File: config.mk
export PLATFORM = sky130hd
export DESIGN_NAME = mtrap_unit
export DESIGN_NICKNAME = d
export VERILOG_FILES = /design/src/rtl/mtrap_pkg.sv /design/src/rtl/mtrap_sys_decode.sv /design/src/rtl/mtrap_trap_sel.sv /design/src/rtl/mtrap_csr_regs.sv /design/src/rtl/mtrap_unit.sv
export SDC_FILE = /design/constraint.sdc
export NUM_CORES = 1
export LEC_CHECK = 0
export BUFFER_PORTS_ARGS = -buffer_cell sky130_fd_sc_hd__buf_4
export CAP_MARGIN = 20
export CORE_ASPECT_RATIO = 1.25
export CORE_MARGIN = 2
export CORE_UTILIZATION = 40
export DETAILED_ROUTE_END_ITERATION = 16
export PLACE_DENSITY_LB_ADDON = 0.15
export SETUP_SLACK_MARGIN = 0.05
export SKIP_LAST_GASP = 1
export SYNTH_ARGS = -nofsm -noshare
export SYNTH_HDL_FRONTEND = slang
export SYNTH_SLANG_ARGS = --single-unit
File: constraint.sdc
create_clock -name clk_i -period 4.1 [get_ports clk_i]
set_clock_uncertainty 0.05 [all_clocks]
set_input_delay 1.23 -clock clk_i [delete_from_list [all_inputs] [get_ports clk_i]]
set_output_delay 1.23 -clock clk_i [all_outputs]
set_load 0.005 [all_outputs]
File: src/rtl/mtrap_pkg.sv
package mtrap_pkg;

  localparam int unsigned CSR_AW  = 12;
  localparam int unsigned CAUSE_W = 4;

  localparam logic [CSR_AW-1:0] ADDR_ISA     = 12'h301;
  localparam logic [CSR_AW-1:0] ADDR_TVEC    = 12'h305;
  localparam logic [CSR_AW-1:0] ADDR_SCRATCH = 12'h340;
  localparam logic [CSR_AW-1:0] ADDR_EPC     = 12'h341;
  localparam logic [CSR_AW-1:0] ADDR_CAUSE   = 12'h342;
  localparam logic [CSR_AW-1:0] ADDR_TVAL    = 12'h343;

  localparam logic [6:0]  OPC_SYSTEM = 7'h73;
  localparam logic [31:0] WORD_ECALL  = 32'h0000_0073;
  localparam logic [31:0] WORD_EBREAK = 32'h0010_0073;
  localparam logic [31:0] WORD_MRET   = 32'h3020_0073;

  typedef enum logic [CAUSE_W-1:0] {
    CAUSE_FETCH_MISALIGN = 4'd0,
    CAUSE_FETCH_ACCESS   = 4'd1,
    CAUSE_ILLEGAL        = 4'd2,
    CAUSE_BREAK          = 4'd3,
    CAUSE_LOAD_MISALIGN  = 4'd4,
    CAUSE_LOAD_ACCESS    = 4'd5,
    CAUSE_STORE_MISALIGN = 4'd6,
    CAUSE_STORE_ACCESS   = 4'd7,
    CAUSE_ECALL_M        = 4'd11,
    CAUSE_FETCH_PAGE     = 4'd12,
    CAUSE_LOAD_PAGE      = 4'd13,
    CAUSE_STORE_PAGE     = 4'd15
  } cause_e;

  typedef enum logic [2:0] {
    SYS_NONE,
    SYS_ECALL,
    SYS_EBREAK,
    SYS_MRET,
    SYS_ILLEGAL
  } sys_op_e;

endpackage

File: src/rtl/mtrap_sys_decode.sv
module mtrap_sys_decode
  import mtrap_pkg::*;
(
  input  logic        valid_i,
  input  logic [31:0] insn_i,
  output sys_op_e     op_o
);

  logic is_priv;
  assign is_priv = valid_i && (insn_i[6:0] == OPC_SYSTEM) && (insn_i[14:12] == 3'b000);

  always_comb begin
    op_o = SYS_NONE;
    if (is_priv) begin
      case (insn_i)
        WORD_ECALL:  op_o = SYS_ECALL;
        WORD_EBREAK: op_o = SYS_EBREAK;
        WORD_MRET:   op_o = SYS_MRET;
        default:     op_o = SYS_ILLEGAL;
      endcase
    end
  end

endmodule

File: src/rtl/mtrap_trap_sel.sv
module mtrap_trap_sel
  import mtrap_pkg::*;
#(
  parameter int unsigned XLEN = 32
) (
  input  logic                 exc_valid_i,
  input  logic [CAUSE_W-1:0]   exc_cause_i,
  input  logic [XLEN-1:0]      exc_tval_i,
  input  logic [XLEN-1:0]      exc_pc_i,
  input  logic                 jmp_valid_i,
  input  logic [XLEN-1:0]      jmp_target_i,
  input  logic [XLEN-1:0]      instr_pc_i,
  input  sys_op_e              sys_op_i,
  input  logic [31:0]          sys_insn_i,
  output logic                 take_trap_o,
  output logic                 take_ret_o,
  output logic [CAUSE_W-1:0]   cause_o,
  output logic [XLEN-1:0]      tval_o,
  output logic [XLEN-1:0]      epc_o
);

  logic jmp_misaligned;
  assign jmp_misaligned = jmp_valid_i && (jmp_target_i[1:0] != 2'b00);

  // fixed priority: stage exception, misaligned jump, system word
  always_comb begin
    take_trap_o = 1'b0;
    take_ret_o  = 1'b0;
    cause_o     = CAUSE_FETCH_MISALIGN;
    tval_o      = '0;
    epc_o       = instr_pc_i;
    if (exc_valid_i) begin
      take_trap_o = 1'b1;
      cause_o     = exc_cause_i;
      tval_o      = exc_tval_i;
      epc_o       = exc_pc_i;
    end else if (jmp_misaligned) begin
      take_trap_o = 1'b1;
      cause_o     = CAUSE_FETCH_MISALIGN;
      tval_o      = jmp_target_i;
    end else begin
      unique case (sys_op_i)
        SYS_ECALL: begin
          take_trap_o = 1'b1;
          cause_o     = CAUSE_ECALL_M;
        end
        SYS_EBREAK: begin
          take_trap_o = 1'b1;
          cause_o     = CAUSE_BREAK;
        end
        SYS_ILLEGAL: begin
          take_trap_o = 1'b1;
          cause_o     = CAUSE_ILLEGAL;
          tval_o      = XLEN'(sys_insn_i);
        end
        SYS_MRET: take_ret_o = 1'b1;
        default: ;
      endcase
    end
  end

endmodule

File: src/rtl/mtrap_csr_regs.sv
module mtrap_csr_regs
  import mtrap_pkg::*;
#(
  parameter int unsigned     XLEN       = 32,
  parameter int unsigned     TVEC_ALIGN = 2,
  parameter logic [XLEN-1:0] ISA_WORD   = 32'h4000_0100
) (
  input  logic               clk_i,
  input  logic               rst_ni,
  input  logic [CSR_AW-1:0]  addr_i,
  input  logic               we_i,
  input  logic [XLEN-1:0]    wdata_i,
  output logic [XLEN-1:0]    rdata_o,
  input  logic               trap_i,
  input  logic [CAUSE_W-1:0] trap_cause_i,
  input  logic [XLEN-1:0]    trap_tval_i,
  input  logic [XLEN-1:0]    trap_epc_i,
  output logic [XLEN-1:0]    tvec_o,
  output logic [XLEN-1:0]    epc_o,
  output logic [XLEN-1:0]    cause_o
);

  localparam logic [XLEN-1:0] TVEC_MASK = {{(XLEN-TVEC_ALIGN){1'b1}}, {TVEC_ALIGN{1'b0}}};

  logic [XLEN-1:0] tvec_q, epc_q, cause_q, tval_q, scratch_q;
  logic            wr_en;

  // a trap in the same cycle overrides software writes
  assign wr_en = we_i && !trap_i;

  always_ff @(posedge clk_i or negedge rst_ni) begin
    if (!rst_ni) begin
      tvec_q    <= '0;
      epc_q     <= '0;
      cause_q   <= '0;
      tval_q    <= '0;
      scratch_q <= '0;
    end else if (trap_i) begin
      epc_q   <= trap_epc_i;
      cause_q <= XLEN'(trap_cause_i);
      tval_q  <= trap_tval_i;
    end else if (wr_en) begin
      case (addr_i)
        ADDR_TVEC:    tvec_q    <= wdata_i & TVEC_MASK;
        ADDR_SCRATCH: scratch_q <= wdata_i;
        ADDR_EPC:     epc_q     <= wdata_i;
        ADDR_CAUSE:   cause_q   <= wdata_i;
        ADDR_TVAL:    tval_q    <= wdata_i;
        default: ;
      endcase
    end
  end

  // identity addresses and unknown addresses fall to zero
  always_comb begin
    case (addr_i)
      ADDR_ISA:     rdata_o = ISA_WORD;
      ADDR_TVEC:    rdata_o = tvec_q;
      ADDR_SCRATCH: rdata_o = scratch_q;
      ADDR_EPC:     rdata_o = epc_q;
      ADDR_CAUSE:   rdata_o = cause_q;
      ADDR_TVAL:    rdata_o = tval_q;
      default:      rdata_o = '0;
    endcase
  end

  assign tvec_o  = tvec_q;
  assign epc_o   = epc_q;
  assign cause_o = cause_q;

endmodule

File: src/rtl/mtrap_unit.sv
module mtrap_unit
  import mtrap_pkg::*;
#(
  parameter int unsigned XLEN = 32
) (
  input  logic               clk_i,
  input  logic               rst_ni,
  input  logic [CSR_AW-1:0]  csr_addr_i,
  input  logic               csr_we_i,
  input  logic [XLEN-1:0]    csr_wdata_i,
  output logic [XLEN-1:0]    csr_rdata_o,
  input  logic [XLEN-1:0]    instr_pc_i,
  input  logic               sys_valid_i,
  input  logic [31:0]        sys_insn_i,
  input  logic               jmp_valid_i,
  input  logic [XLEN-1:0]    jmp_target_i,
  input  logic               exc_valid_i,
  input  logic [CAUSE_W-1:0] exc_cause_i,
  input  logic [XLEN-1:0]    exc_tval_i,
  input  logic [XLEN-1:0]    exc_pc_i,
  output logic               redirect_o,
  output logic [XLEN-1:0]    redirect_pc_o,
  output logic               trap_o
);

  sys_op_e            sys_op_w;
  logic               take_trap_w, take_ret_w;
  logic [CAUSE_W-1:0] cause_w;
  logic [XLEN-1:0]    tval_w, epc_sel_w;
  logic [XLEN-1:0]    tvec_w, epc_w, cause_reg_w;

  mtrap_sys_decode u_dec (
    .valid_i (sys_valid_i),
    .insn_i  (sys_insn_i),
    .op_o    (sys_op_w)
  );

  mtrap_trap_sel #(.XLEN(XLEN)) u_sel (
    .exc_valid_i  (exc_valid_i),
    .exc_cause_i  (exc_cause_i),
    .exc_tval_i   (exc_tval_i),
    .exc_pc_i     (exc_pc_i),
    .jmp_valid_i  (jmp_valid_i),
    .jmp_target_i (jmp_target_i),
    .instr_pc_i   (instr_pc_i),
    .sys_op_i     (sys_op_w),
    .sys_insn_i   (sys_insn_i),
    .take_trap_o  (take_trap_w),
    .take_ret_o   (take_ret_w),
    .cause_o      (cause_w),
    .tval_o       (tval_w),
    .epc_o        (epc_sel_w)
  );

  mtrap_csr_regs #(.XLEN(XLEN)) u_csr (
    .clk_i        (clk_i),
    .rst_ni       (rst_ni),
    .addr_i       (csr_addr_i),
    .we_i         (csr_we_i),
    .wdata_i      (csr_wdata_i),
    .rdata_o      (csr_rdata_o),
    .trap_i       (take_trap_w),
    .trap_cause_i (cause_w),
    .trap_tval_i  (tval_w),
    .trap_epc_i   (epc_sel_w),
    .tvec_o       (tvec_w),
    .epc_o        (epc_w),
    .cause_o      (cause_reg_w)
  );

  assign trap_o        = take_trap_w;
  assign redirect_o    = take_trap_w || take_ret_w;
  assign redirect_pc_o = take_trap_w ? tvec_w : epc_w;

endmodule

# == Word-level counts from Yosys, hierarchy flattened ==
# Index checks and enable logic that the tools add are counted.
# word_totals
in_bits,214
out_inout_bits,66
ff_bits,158
wordCells,64
# op_classes
reduce_logical,18
bitwise,1
eq_ne,14
muxes,26
# ops
cell,count
$mux W32,14
$pmux W32 S6,1
$eq A12 B10 Y1 const B,6
$eq A32 B21 Y1 const B,1
$eq A32 B30 Y1 const B,1
$eq A32 B7 Y1 const B,1
$pmux W4 S3,1
$reduce_bool A2 Y1,5
$pmux W3 S3,1
$mux W4,2
$eq A7 B7 Y1 const B,1
$eq A3 B2 Y1 const B,2
$mux W1,6
$reduce_and A2 Y1,3
$reduce_and A3 Y1,2
$logic_and A1 B1 Y1,4
$eq A3 B1 Y1 const B,1
$eq A3 B3 Y1 const B,1
$logic_not A3 Y1,1
$mux W3,1
$reduce_or A3 Y1,1
$logic_not A1 Y1,1
$logic_or A1 B1 Y1,1
$not A1 Y1,1

# == Logic depth before layout (Yosys ltp) ==
# Gate-level depths: netlist of run 1.
# logic_depth
word_depth,13
mapped_depth,7
depth_no_buf,5

# == By module ==
# Synthesis of run 1 repeated with hierarchy kept, for this count alone.
# unflattened
cells_unflattened,956
hier_area_um2,10179.8
# modules_own_cells
module,instances,area_per_inst_um2,cells_each,seq_area_each_um2
mtrap_csr_regs,1,8112.8,740,3953.8
mtrap_trap_sel,1,1358.8,158,0.0
mtrap_unit,1,546.8,37,0.0
mtrap_sys_decode,1,161.4,21,0.0

# == Worst setup path after synthesis of run 1 ==
# Ideal clock, no wire load.
# synth_timing
path_kind,input port to output port
from,in csr_addr_i[0]
to,out csr_rdata_o[13]
setup_slack_ps,102
t_arrival_ps,2718
n_path_buf,3
path_stages,6
required_ps,2820
path_cell_list,buf_2 buf_1 clkbuf_1 mux2i_1 o2bb2ai_1 a221o_1
# synth_between
elab_chain_len,2
elab_cells_between_ends,7
classes_between,eq/ne: 6; mux: 1
# synth_rtl
element,line,source
from (decl),mtrap_unit.sv:8,"input logic [CSR_AW-1:0] csr_addr_i,"
$eq A12 B10 Y1,mtrap_csr_regs.sv:56,case (addr_i)
$pmux W32 S6 (*),mtrap_csr_regs.sv:56,
to (decl),mtrap_unit.sv:11,"output logic [XLEN-1:0] csr_rdata_o,"
# Mark *: on every way between the ends. The rest lies on a longest branch, timed or not.

# == Worst setup path after layout of run 1 ==
# layout_timing
from,in sys_insn_i[14]
to,out redirect_pc_o[18]
# layout_between
elab_chain_len,9
elab_cells_between_ends,15
classes_between,eq/ne: 6; mux: 6; reduce/logical: 3
# layout_rtl
element,line,source
from (decl),mtrap_unit.sv:14,"input logic [31:0] sys_insn_i,"
"$eq A32 B30 Y1, or another cell as far along",mtrap_sys_decode.sv:15,case (insn_i)
$pmux W3 S3 / $logic_and A1 B1 Y1 (equally long branches),"mtrap_sys_decode.sv:15, mtrap_sys_decode.sv:10",
$mux W3 (*),mtrap_sys_decode.sv:14,if (is_priv) begin
"$eq A3 B1 Y1, or another cell as far along",mtrap_trap_sel.sv:42,unique case (sys_op_i)
$reduce_or A3 Y1 (no source line) (*),n/a,
$mux W1 (*),mtrap_trap_sel.sv:42,
$mux W1 (*),mtrap_trap_sel.sv:37,end else if (jmp_misaligned) begin
$mux W1 (*),mtrap_trap_sel.sv:32,if (exc_valid_i) begin
$mux W32 (*),mtrap_unit.sv:73,assign redirect_pc_o = take_trap_w ? tvec_w : epc_w;
to (decl),mtrap_unit.sv:22,"output logic [XLEN-1:0] redirect_pc_o,"
# Marks and branches as above.

==> results of run 1 <==
==> registers in the layout, summed over array words and instances (netlist names) <==
signal           cells
u_csr.tval_q        32
u_csr.tvec_o        30
u_csr.cause_o       32
u_csr.scratch_q     32
u_csr.epc_o         32
==> cell families (layout without fill, tap and decap cells) <==
logic type | after synthesis | count (layout)
flops | 158 | 158
simple gates | 154 | 154
buf+inv | 64 | 435
compound gates | 176 | 176
mux | 249 | 249
==> repair_timing <==
| action | 4_1_cts | 5_1_grt |
|---|---|---|
| hold buffers | 0 | 0 |
| setup buffers | 23 | 8 |
| gates cloned | 6 | 1 |
| pin swaps | 31 | 23 |
| gates resized for setup | 110 | 29 |
| endpoints found under the setup margin | 63 | 62 |
==> synthesized netlist by cell type, types with 4 or more instances <==
| cell | n |
|---|---|
| o21ai_0 | 26 |
| mux2_4 | 30 |
| inv_1 | 7 |
| nand3_1 | 7 |
| mux2i_1 | 143 |
| a22o_1 | 20 |
| mux2_1 | 14 |
| mux4_2 | 4 |
| buf_2 | 20 |
| clkbuf_1 | 31 |
| nor4_1 | 4 |
| o2bb2ai_1 | 11 |
| a221o_1 | 11 |
| a22oi_1 | 16 |
| o211ai_1 | 9 |
| nor2_1 | 10 |
| mux2_2 | 58 |
| a21oi_1 | 54 |
| dfrtp_1 | 158 |
| a222oi_1 | 15 |
| nand2_1 | 94 |
==> per-layer routing <==
layer | track usage | vias up
met5 | 0 | -
met4 | 0.102 | 0
met3 | 0.0551 | 60
met2 | 0.481 | 309
met1 | 0.348 | 4099
li1 | - | 3751
==> path summary, 6_finish.rpt <==
check	from	to	slack, ps	cells after the start
setup / recovery	sys_insn_i[14]	redirect_pc_o[18]	-250	10
hold / removal	u_csr.scratch_q[4]	u_csr.scratch_q[4]	440	1
setup reg to reg	u_csr.scratch_q[7]	u_csr.scratch_q[7]	3190	1
hold reg to reg	u_csr.scratch_q[4]	u_csr.scratch_q[4]	440	1
max in group asynchronous	rst_ni	u_csr.tvec_o[9]	2430	2
min in group asynchronous	rst_ni	u_csr.epc_o[19]	810	1
==> power by group <==
part / switching, W / internal, W / total (W)
logic: 0.000301 / 0.000394 / 0.000695
registers: 0.0000596 / 0.00163 / 0.00169
clock network: 0.000704 / 0.000806 / 0.00151
total: 0.00106 / 0.00283 / 0.00390
==> final cells by class <==
type,instances,area (um^2)
multi-input combinational,579,5260
inverter,7,26.3
timing repair buffer,396,3540
fill,1861,8600
clock buffer,20,447
clock inverter,12,103
tap,283,354
sequential,158,3950
==> per-stage QoR <==
stage,hold WS [ps],TNS (ps),worst slack [ps]
global route,454,-9830,-309
global placement,420,-17930,-576
CTS,442,-7050,-254
floorplan,409,0,102
finish,438,-6200,-247
detailed placement,427,-19380,-596
==> results.sh, run 1 <==
export IMPL_ys_flop_type="dfrtp_1"
export IMPL_synth_area_top_cells="dfrtp_1 43%, mux2i_1 16%, mux2_2 7.2%"
export IMPL_async_reset_ff_frac=1.00
export IMPL_hpwlAfterDp_um=23300
export IMPL_cts_clk_slew_worst_paths_ps=60
export IMPL_grt_max_degree=87
export IMPL_grt_usage=0.279
export IMPL_critPathMaxStageDelay_ps=380
export IMPL_synth_edf_count=0
export IMPL_finalInstanceArea_mm2=0.0137
export IMPL_fin_crit_sh=1.06
export IMPL_portBuffers=279
export IMPL_post_drt_wl_per_cell_um=23.3
export IMPL_top_layer="met4"
export IMPL_muxShareOfSynthArea=0.306
export IMPL_placedInstanceArea_mm2=0.0121
export IMPL_core_mm2=0.0223
export IMPL_layout_common_cells="312 x buf_4, 158 x dfrtp_1, 143 x mux2i_1"
export IMPL_io_pins=280
export IMPL_clkSinkCount=158
export IMPL_ir_drop_mv=0.294
export IMPL_cts_made_buffers=17
export IMPL_routed_wl_um=33900
export IMPL_cp_slowest_cell="nor4bb_4"
export IMPL_crit_type="in2out"
export IMPL_yosys_area_share_simple=0.0914
export IMPL_synth_top_family_by_area="multiplexers"
export IMPL_yosysSeqAreaShare=0.434
export IMPL_synth_area_mm2=0.00910
export IMPL_drtAntennaViolNets=0
export IMPL_max_slew_margin_rel=0.449
export IMPL_power_leakage_nw=6.89
export IMPL_worst_path_buf_inv=5
export IMPL_layout_cells_non_filler=1455
export IMPL_hold_viol=0
export IMPL_yosysWarnings=0
export IMPL_synth_compound_area_share=0.137
export IMPL_root_buffer="clkbuf_16"
export IMPL_crit_chain="buf_8, nor4bb_4, buf_4, nand4_1, o21bai_4, nand2_8, buf_12, buf_12, mux2_4, buf_6"
export IMPL_grt_first_pass_wirelength_um=51900
export IMPL_endpoint_kind="output port"
export IMPL_fp_dieArea_mm2=0.0240
export IMPL_maxSlewViolCount=0
export IMPL_fin_util=0.614
export IMPL_drtIter0Drc=431
export IMPL_nets=1373
export IMPL_vias=8219
export IMPL_setup_slack_ps=-247
export IMPL_max_freq_mhz=230
export IMPL_critPathMaxFanout=7
export IMPL_ys_seq_elements=158
export IMPL_gr_total_overflow=0
export IMPL_synth_xor_area_frac=0
export IMPL_dr_wl_met3_um=1920
export IMPL_grt_pass1_vias=8848
export IMPL_crit_family="buffers and inverters"
export IMPL_hold_class="reg2reg"
export IMPL_initial_core_util=0.408
export IMPL_setup_viol=48
export IMPL_cpMostUsedCell="buf_12"
export IMPL_clk_latency_ps=430
export IMPL_die_h_um=173
export IMPL_synth_top_area_share=0.434
export IMPL_synth_cell_types=55
export IMPL_vias_per_cell=5.65
export IMPL_dpl_cell_count=1390
export IMPL_power_density_mw_per_mm2=285
export IMPL_period_needed_ps=4350
export IMPL_cp_start_kind="primary input"
export IMPL_power_w=0.00390
export IMPL_wl_met1_um=13700
export IMPL_cts_max_path_buffers=2
export IMPL_diodes=0
export IMPL_synth_fa_ha_area_frac=0
export IMPL_h_tree_depth=4
export IMPL_synth_top_area_cell="dfrtp_1"
export IMPL_violations="setup timing"
export IMPL_worstPathArrival_ps=3070
export IMPL_synthesis_nets=1015
export IMPL_max_slew_worst_pin_slew_ps=827
export IMPL_required_ps=2820
export IMPL_drive_gt1_frac=0.482
export IMPL_area_growth_pct=50.4
export IMPL_wl_met2_um=17300
export IMPL_die_width_um=139
export IMPL_synthCells=801
export IMPL_drc=0
export IMPL_cts_tree="yes"
export IMPL_antenna_found_initial=0
export IMPL_layout_commonest_cell="buf_4"
export IMPL_avgSynthCellArea_um2=11.4
export IMPL_drt_first_pass_iters=7
export IMPL_rsz0062_at_grt="true"
export IMPL_place_congestion=0.818
export IMPL_status="finished, violations left"
export IMPL_placementRows=61
export IMPL_cap_violations=0
Note: power is estimated with default switching activity, not from simulation.
==> run 2, diff against run 1 <==
Settings changed: SETUP_SLACK_MARGIN 0.05 to 0.5.
==> results.sh, run 2 (synthesis results as in run 1) <==
export IMPL_status="finished, violations left"
export IMPL_violations="setup timing"
export IMPL_initial_core_util=0.408
export IMPL_endpoint_kind="output port"
export IMPL_period_needed_ps=4120
export IMPL_dpl_cell_count=1372
export IMPL_hold_buffers=0
export IMPL_worst_path_buf_inv=4
export IMPL_wl_met2_um=17200
export IMPL_cts_made_buffers=17
export IMPL_critPathMaxStageDelay_ps=300
export IMPL_placementRows=61
export IMPL_grt_max_degree=75
export IMPL_wl_met1_um=13400
export IMPL_worstPathArrival_ps=2840
export IMPL_drt_first_pass_iters=7
export IMPL_clk_latency_ps=420
export IMPL_fin_crit_sh=1.00
export IMPL_rsz0062_at_grt="true"
export IMPL_cpMostUsedCell="buf_4"
export IMPL_drive_gt1_frac=0.481
export IMPL_die_width_um=139
export IMPL_finalInstanceArea_mm2=0.0135
export IMPL_grt_first_pass_wirelength_um=50400
export IMPL_layout_common_cells="332 x buf_4, 158 x dfrtp_1, 143 x mux2i_1"
export IMPL_pre_cts_ws_ps=-60.4
export IMPL_layout_commonest_cell="buf_4"
export IMPL_multi_input_area_mm2=0.00522
export IMPL_maxSlewViolCount=0
export IMPL_fp_dieArea_mm2=0.0240
export IMPL_power_leakage_nw=6.78
export IMPL_crit_chain="buf_4, nor4_4, buf_4, nand3_4, o21bai_4, nand2_8, buf_16, mux2_4, buf_4"
export IMPL_critPathMaxFanout=12
export IMPL_vias_per_cell=5.64
export IMPL_fillCellCount=1926
export IMPL_root_buffer="clkbuf_16"
export IMPL_setup_viol=20
export IMPL_io_pins=280
export IMPL_crit_type="in2out"
export IMPL_die_h_um=173
export IMPL_grt_usage=0.272
export IMPL_max_slew_margin_rel=0.311
export IMPL_ir_drop_mv=0.300
export IMPL_seq_area_mm2=0.00395
export IMPL_routed_wl_um=33300
export IMPL_layout_cells_non_filler=1450
export IMPL_place_congestion=0.829
export IMPL_cap_violations=0
export IMPL_required_ps=2820
export IMPL_cts_max_path_buffers=2
export IMPL_crit_family="buffers and inverters"
export IMPL_cp_start_kind="primary input"
export IMPL_hold_viol=0
export IMPL_max_slew_worst_pin_slew_ps=1020
export IMPL_clkSinkCount=158
export IMPL_area_growth_pct=48.3
export IMPL_setup_slack_ps=-18.9
export IMPL_core_mm2=0.0223
export IMPL_drtIter0Drc=586
export IMPL_cts_clk_slew_worst_paths_ps=60
export IMPL_h_tree_depth=4
export IMPL_gr_total_overflow=0
export IMPL_dr_wl_met3_um=1880
export IMPL_fin_util=0.605
export IMPL_nets=1369
export IMPL_power_w=0.00395
export IMPL_cts_tree="yes"
export IMPL_post_drt_wl_per_cell_um=22.9
export IMPL_hold_class="reg2reg"
export IMPL_antenna_found_initial=1
export IMPL_hpwlAfterDp_um=23000
export IMPL_grt_pass1_vias=8666
export IMPL_drc=0
export IMPL_placedInstanceArea_mm2=0.0121
export IMPL_power_density_mw_per_mm2=292
export IMPL_portBuffers=279
export IMPL_vias=8180
export IMPL_top_layer="met4"
export IMPL_max_freq_mhz=243
export IMPL_drtAntennaViolNets=0
export IMPL_cp_slowest_cell="mux2_4"
[run 2: cell types whose count changed in the layout (fill, tap and decap cells not counted), sizes merged, moves of 2 or more]
cell,delta
inv,-5
clkinv,+2
bufinv,+3
buf,-4
[run 2: worst paths after layout]
kind                                  endpoint  cells past startpoint  slack (ps)          startpoint
min in group asynchronous     u_csr.tvec_o[27]                      1         770              rst_ni
max                           redirect_pc_o[4]                      9         -20      sys_insn_i[15]
min reg2reg                 u_csr.scratch_q[4]                      1         440  u_csr.scratch_q[4]
min                         u_csr.scratch_q[4]                      1         440  u_csr.scratch_q[4]
max reg2reg                    u_csr.epc_o[26]                      2        3200     u_csr.epc_o[26]
max in group asynchronous  u_csr.scratch_q[10]                      2        2340              rst_ni
[run 2: what timing repair did]
action	in CTS	in global routing
endpoints found under the setup margin	65	74
resized for setup	69	18
pin swaps	24	12
cloned	4	2
setup buffers	33	8
[run 2: cell type report]
| type | count | area share |
|---|---|---|
| sequential | 158 | 0.293 |
| multi-input combinational | 579 | 0.387 |
| tap | 283 | 0.0262 |
| inverter | 7 | 0.00195 |
| antenna | 1 | 0.000185 |
| timing repair buffer | 392 | 0.249 |
| clock inverter | 11 | 0.0108 |
| clock buffer | 19 | 0.0321 |
[run 2: report_power, final]
group	switching, W	internal [W]
Sequential	0.0000574	0.00164
Clock	0.000639	0.000948
Combinational	0.000295	0.000371
Total	0.000991	0.00295
[run 2: per-layer routing]
metal / vias to the layer above / track usage
li1: 3744 / -
met1: 4094 / 0.330
met2: 296 / 0.483
met3: 46 / 0.0568
met4: 0 / 0.0896
met5: - / 0
[run 2: metrics by stage]
stage,TNS (ps),hold slack [ps]
finish,-183,438
global placement,-938,420
floorplan,0,409
global route,-3590,453
CTS,-452,444
detailed placement,-1400,430
==> run 3, diff against run 2 <==
Settings changed: CORE_UTILIZATION 40 to 45, PLACE_DENSITY from default to 0.72, PLACE_DENSITY_LB_ADDON 0.15 to default.
==> results.sh, run 3 (synthesis results as in run 1) <==
export IMPL_grt_busiest_layer="met2"
export IMPL_r2r_end="u_csr.tval_q[29]"
export IMPL_gr_total_overflow=0
export IMPL_hold_start="u_csr.scratch_q[9]"
export IMPL_period_needed_ps=4170
export IMPL_h_tree_depth=4
export IMPL_hold_depth=1
export IMPL_ir_drop_mv=0.290
export IMPL_fp_dieArea_mm2=0.0214
export IMPL_die_width_um=131
export IMPL_drive_gt1_frac=0.472
export IMPL_maxSlewViolCount=0
export IMPL_setup_tns_ps=-1350
export IMPL_vias=8355
export IMPL_cts_max_path_buffers=2
export IMPL_power_leakage_nw=6.69
export IMPL_fillCellCount=1567
export IMPL_drtIter0Drc=555
export IMPL_fin_crit_sh=1.02
export IMPL_crit_path_start="sys_insn_i[17]"
export IMPL_critPathMaxFanout=12
export IMPL_cts_made_buffers=17
export IMPL_pre_cts_ws_ps=-135
export IMPL_gr_usage_met2=0.556
export IMPL_die_h_um=163
export IMPL_power_density_mw_per_mm2=303
export IMPL_area_growth_pct=46.6
export IMPL_drtAntennaViolNets=0
export IMPL_worstPathArrival_ps=2890
export IMPL_rr_worst_depth=2
export IMPL_portBuffers=279
export IMPL_rsz0062_at_grt="true"
export IMPL_root_buffer="clkbuf_16"
export IMPL_antenna_found_initial=1
export IMPL_io_pins=280
export IMPL_initial_core_util=0.456
export IMPL_layout_commonest_cell="buf_4"
export IMPL_r2r_start="u_csr.tval_q[29]"
export IMPL_max_slew_margin_rel=0.177
export IMPL_cp_start_kind="primary input"
export IMPL_layout_common_cells="328 x buf_4, 158 x dfrtp_1, 143 x mux2i_1"
export IMPL_grt_usage=0.310
export IMPL_multi_input_area_mm2=0.00520
export IMPL_nets=1352
export IMPL_whs_endpoint="u_csr.scratch_q[9]"
export IMPL_setup_viol=32
export IMPL_status="finished, violations left"
export IMPL_vias_per_cell=5.88
export IMPL_cts_tree="yes"
export IMPL_routed_wl_um=33600
export IMPL_seq_area_mm2=0.00395
export IMPL_power_w=0.00405
export IMPL_cap_violations=0
export IMPL_grt_util_met1=0.378
export IMPL_endpoint_kind="output port"
export IMPL_setup_slack_ps=-74.2
export IMPL_layout_cells_non_filler=1422
export IMPL_cts_clk_slew_worst_paths_ps=60
export IMPL_clk_latency_ps=430
export IMPL_grt_first_pass_wirelength_um=50500
export IMPL_crit_type="in2out"
export IMPL_clkSinkCount=158
export IMPL_hold_viol=0
export IMPL_placementRows=58
export IMPL_max_slew_worst_pin_slew_ps=1220
export IMPL_drc=0
export IMPL_drt_first_pass_iters=8
export IMPL_hpwlAfterDp_um=23500
export IMPL_use_met3=0.0476
export IMPL_violations="setup timing"
export IMPL_dpl_cell_count=1366
export IMPL_grt_pass1_vias=8632
export IMPL_required_ps=2820
export IMPL_grt_max_degree=74
export IMPL_hold_buffers=0
export IMPL_max_freq_mhz=240
export IMPL_place_congestion=0.898
export IMPL_post_drt_wl_per_cell_um=23.7
export IMPL_r2r_slack_ps=3210
export IMPL_core_mm2=0.0200
export IMPL_hold_class="reg2reg"
-- run 3: worst max-delay path, cell delays in order --
cell	delay (ps)
buf_8	100
nor4_4	330
buf_4	210
nand3_4	90
o21bai_4	200
nand2_8	110
buf_12	170
mux2_4	300
buf_4	130
-- run 3: layout make-up --
| class | instances | area share |
|---|---|---|
| clock buffer | 20 | 0.0327 |
| inverter | 7 | 0.00197 |
| tap | 270 | 0.0253 |
| sequential | 158 | 0.296 |
| clock inverter | 12 | 0.0139 |
| timing repair buffer | 375 | 0.240 |
| antenna | 1 | 0.000188 |
| multi-input combinational | 579 | 0.390 |
-- run 3: metrics by stage --
step,area [um^2],util,hold WS [ps]
final,13300,0.668,442
after global routing,13300,0.668,470
after floorplan,9340,-,409
after detailed placement,12200,0.609,427
after CTS,13200,0.661,441
after global placement,12200,0.609,420
-- run 3: per-layer routing --
| layer | share of wire | routed length, um |
|---|---|---|
| met2 | 0.52 | 17600 |
| met5 | 0 | 0 |
| met1 | 0.39 | 13100 |
| met4 | 0.031 | 1050 |
| met3 | 0.058 | 1950 |
-- run 3: timing repair --
item / 4_1_cts / 5_1_grt
buffers inserted: 12 / 5
endpoints found under the setup margin: 65 / 66
resized for setup: 52 / 17
cloned: 4 / 2
pin swaps: 23 / 14
-- run 3: power by group --
| group | total [W] | leakage, nW | switching [W] | internal [W] |
|---|---|---|---|---|
| Sequential | 0.00169 | 2.07 | 0.0000593 | 0.00164 |
| Combinational | 0.000661 | 4.34 | 0.000296 | 0.000365 |
| Clock | 0.00169 | 0.288 | 0.000665 | 0.00103 |
-- run 3: worst max path at each step --
stage                        endpoint  slack (ps)
floorplan           redirect_pc_o[26]         330
finish               redirect_pc_o[3]         -70
CTS                 redirect_pc_o[16]         -70
global placement    redirect_pc_o[10]        -120
detailed placement  redirect_pc_o[16]        -140
global route        redirect_pc_o[16]        -120
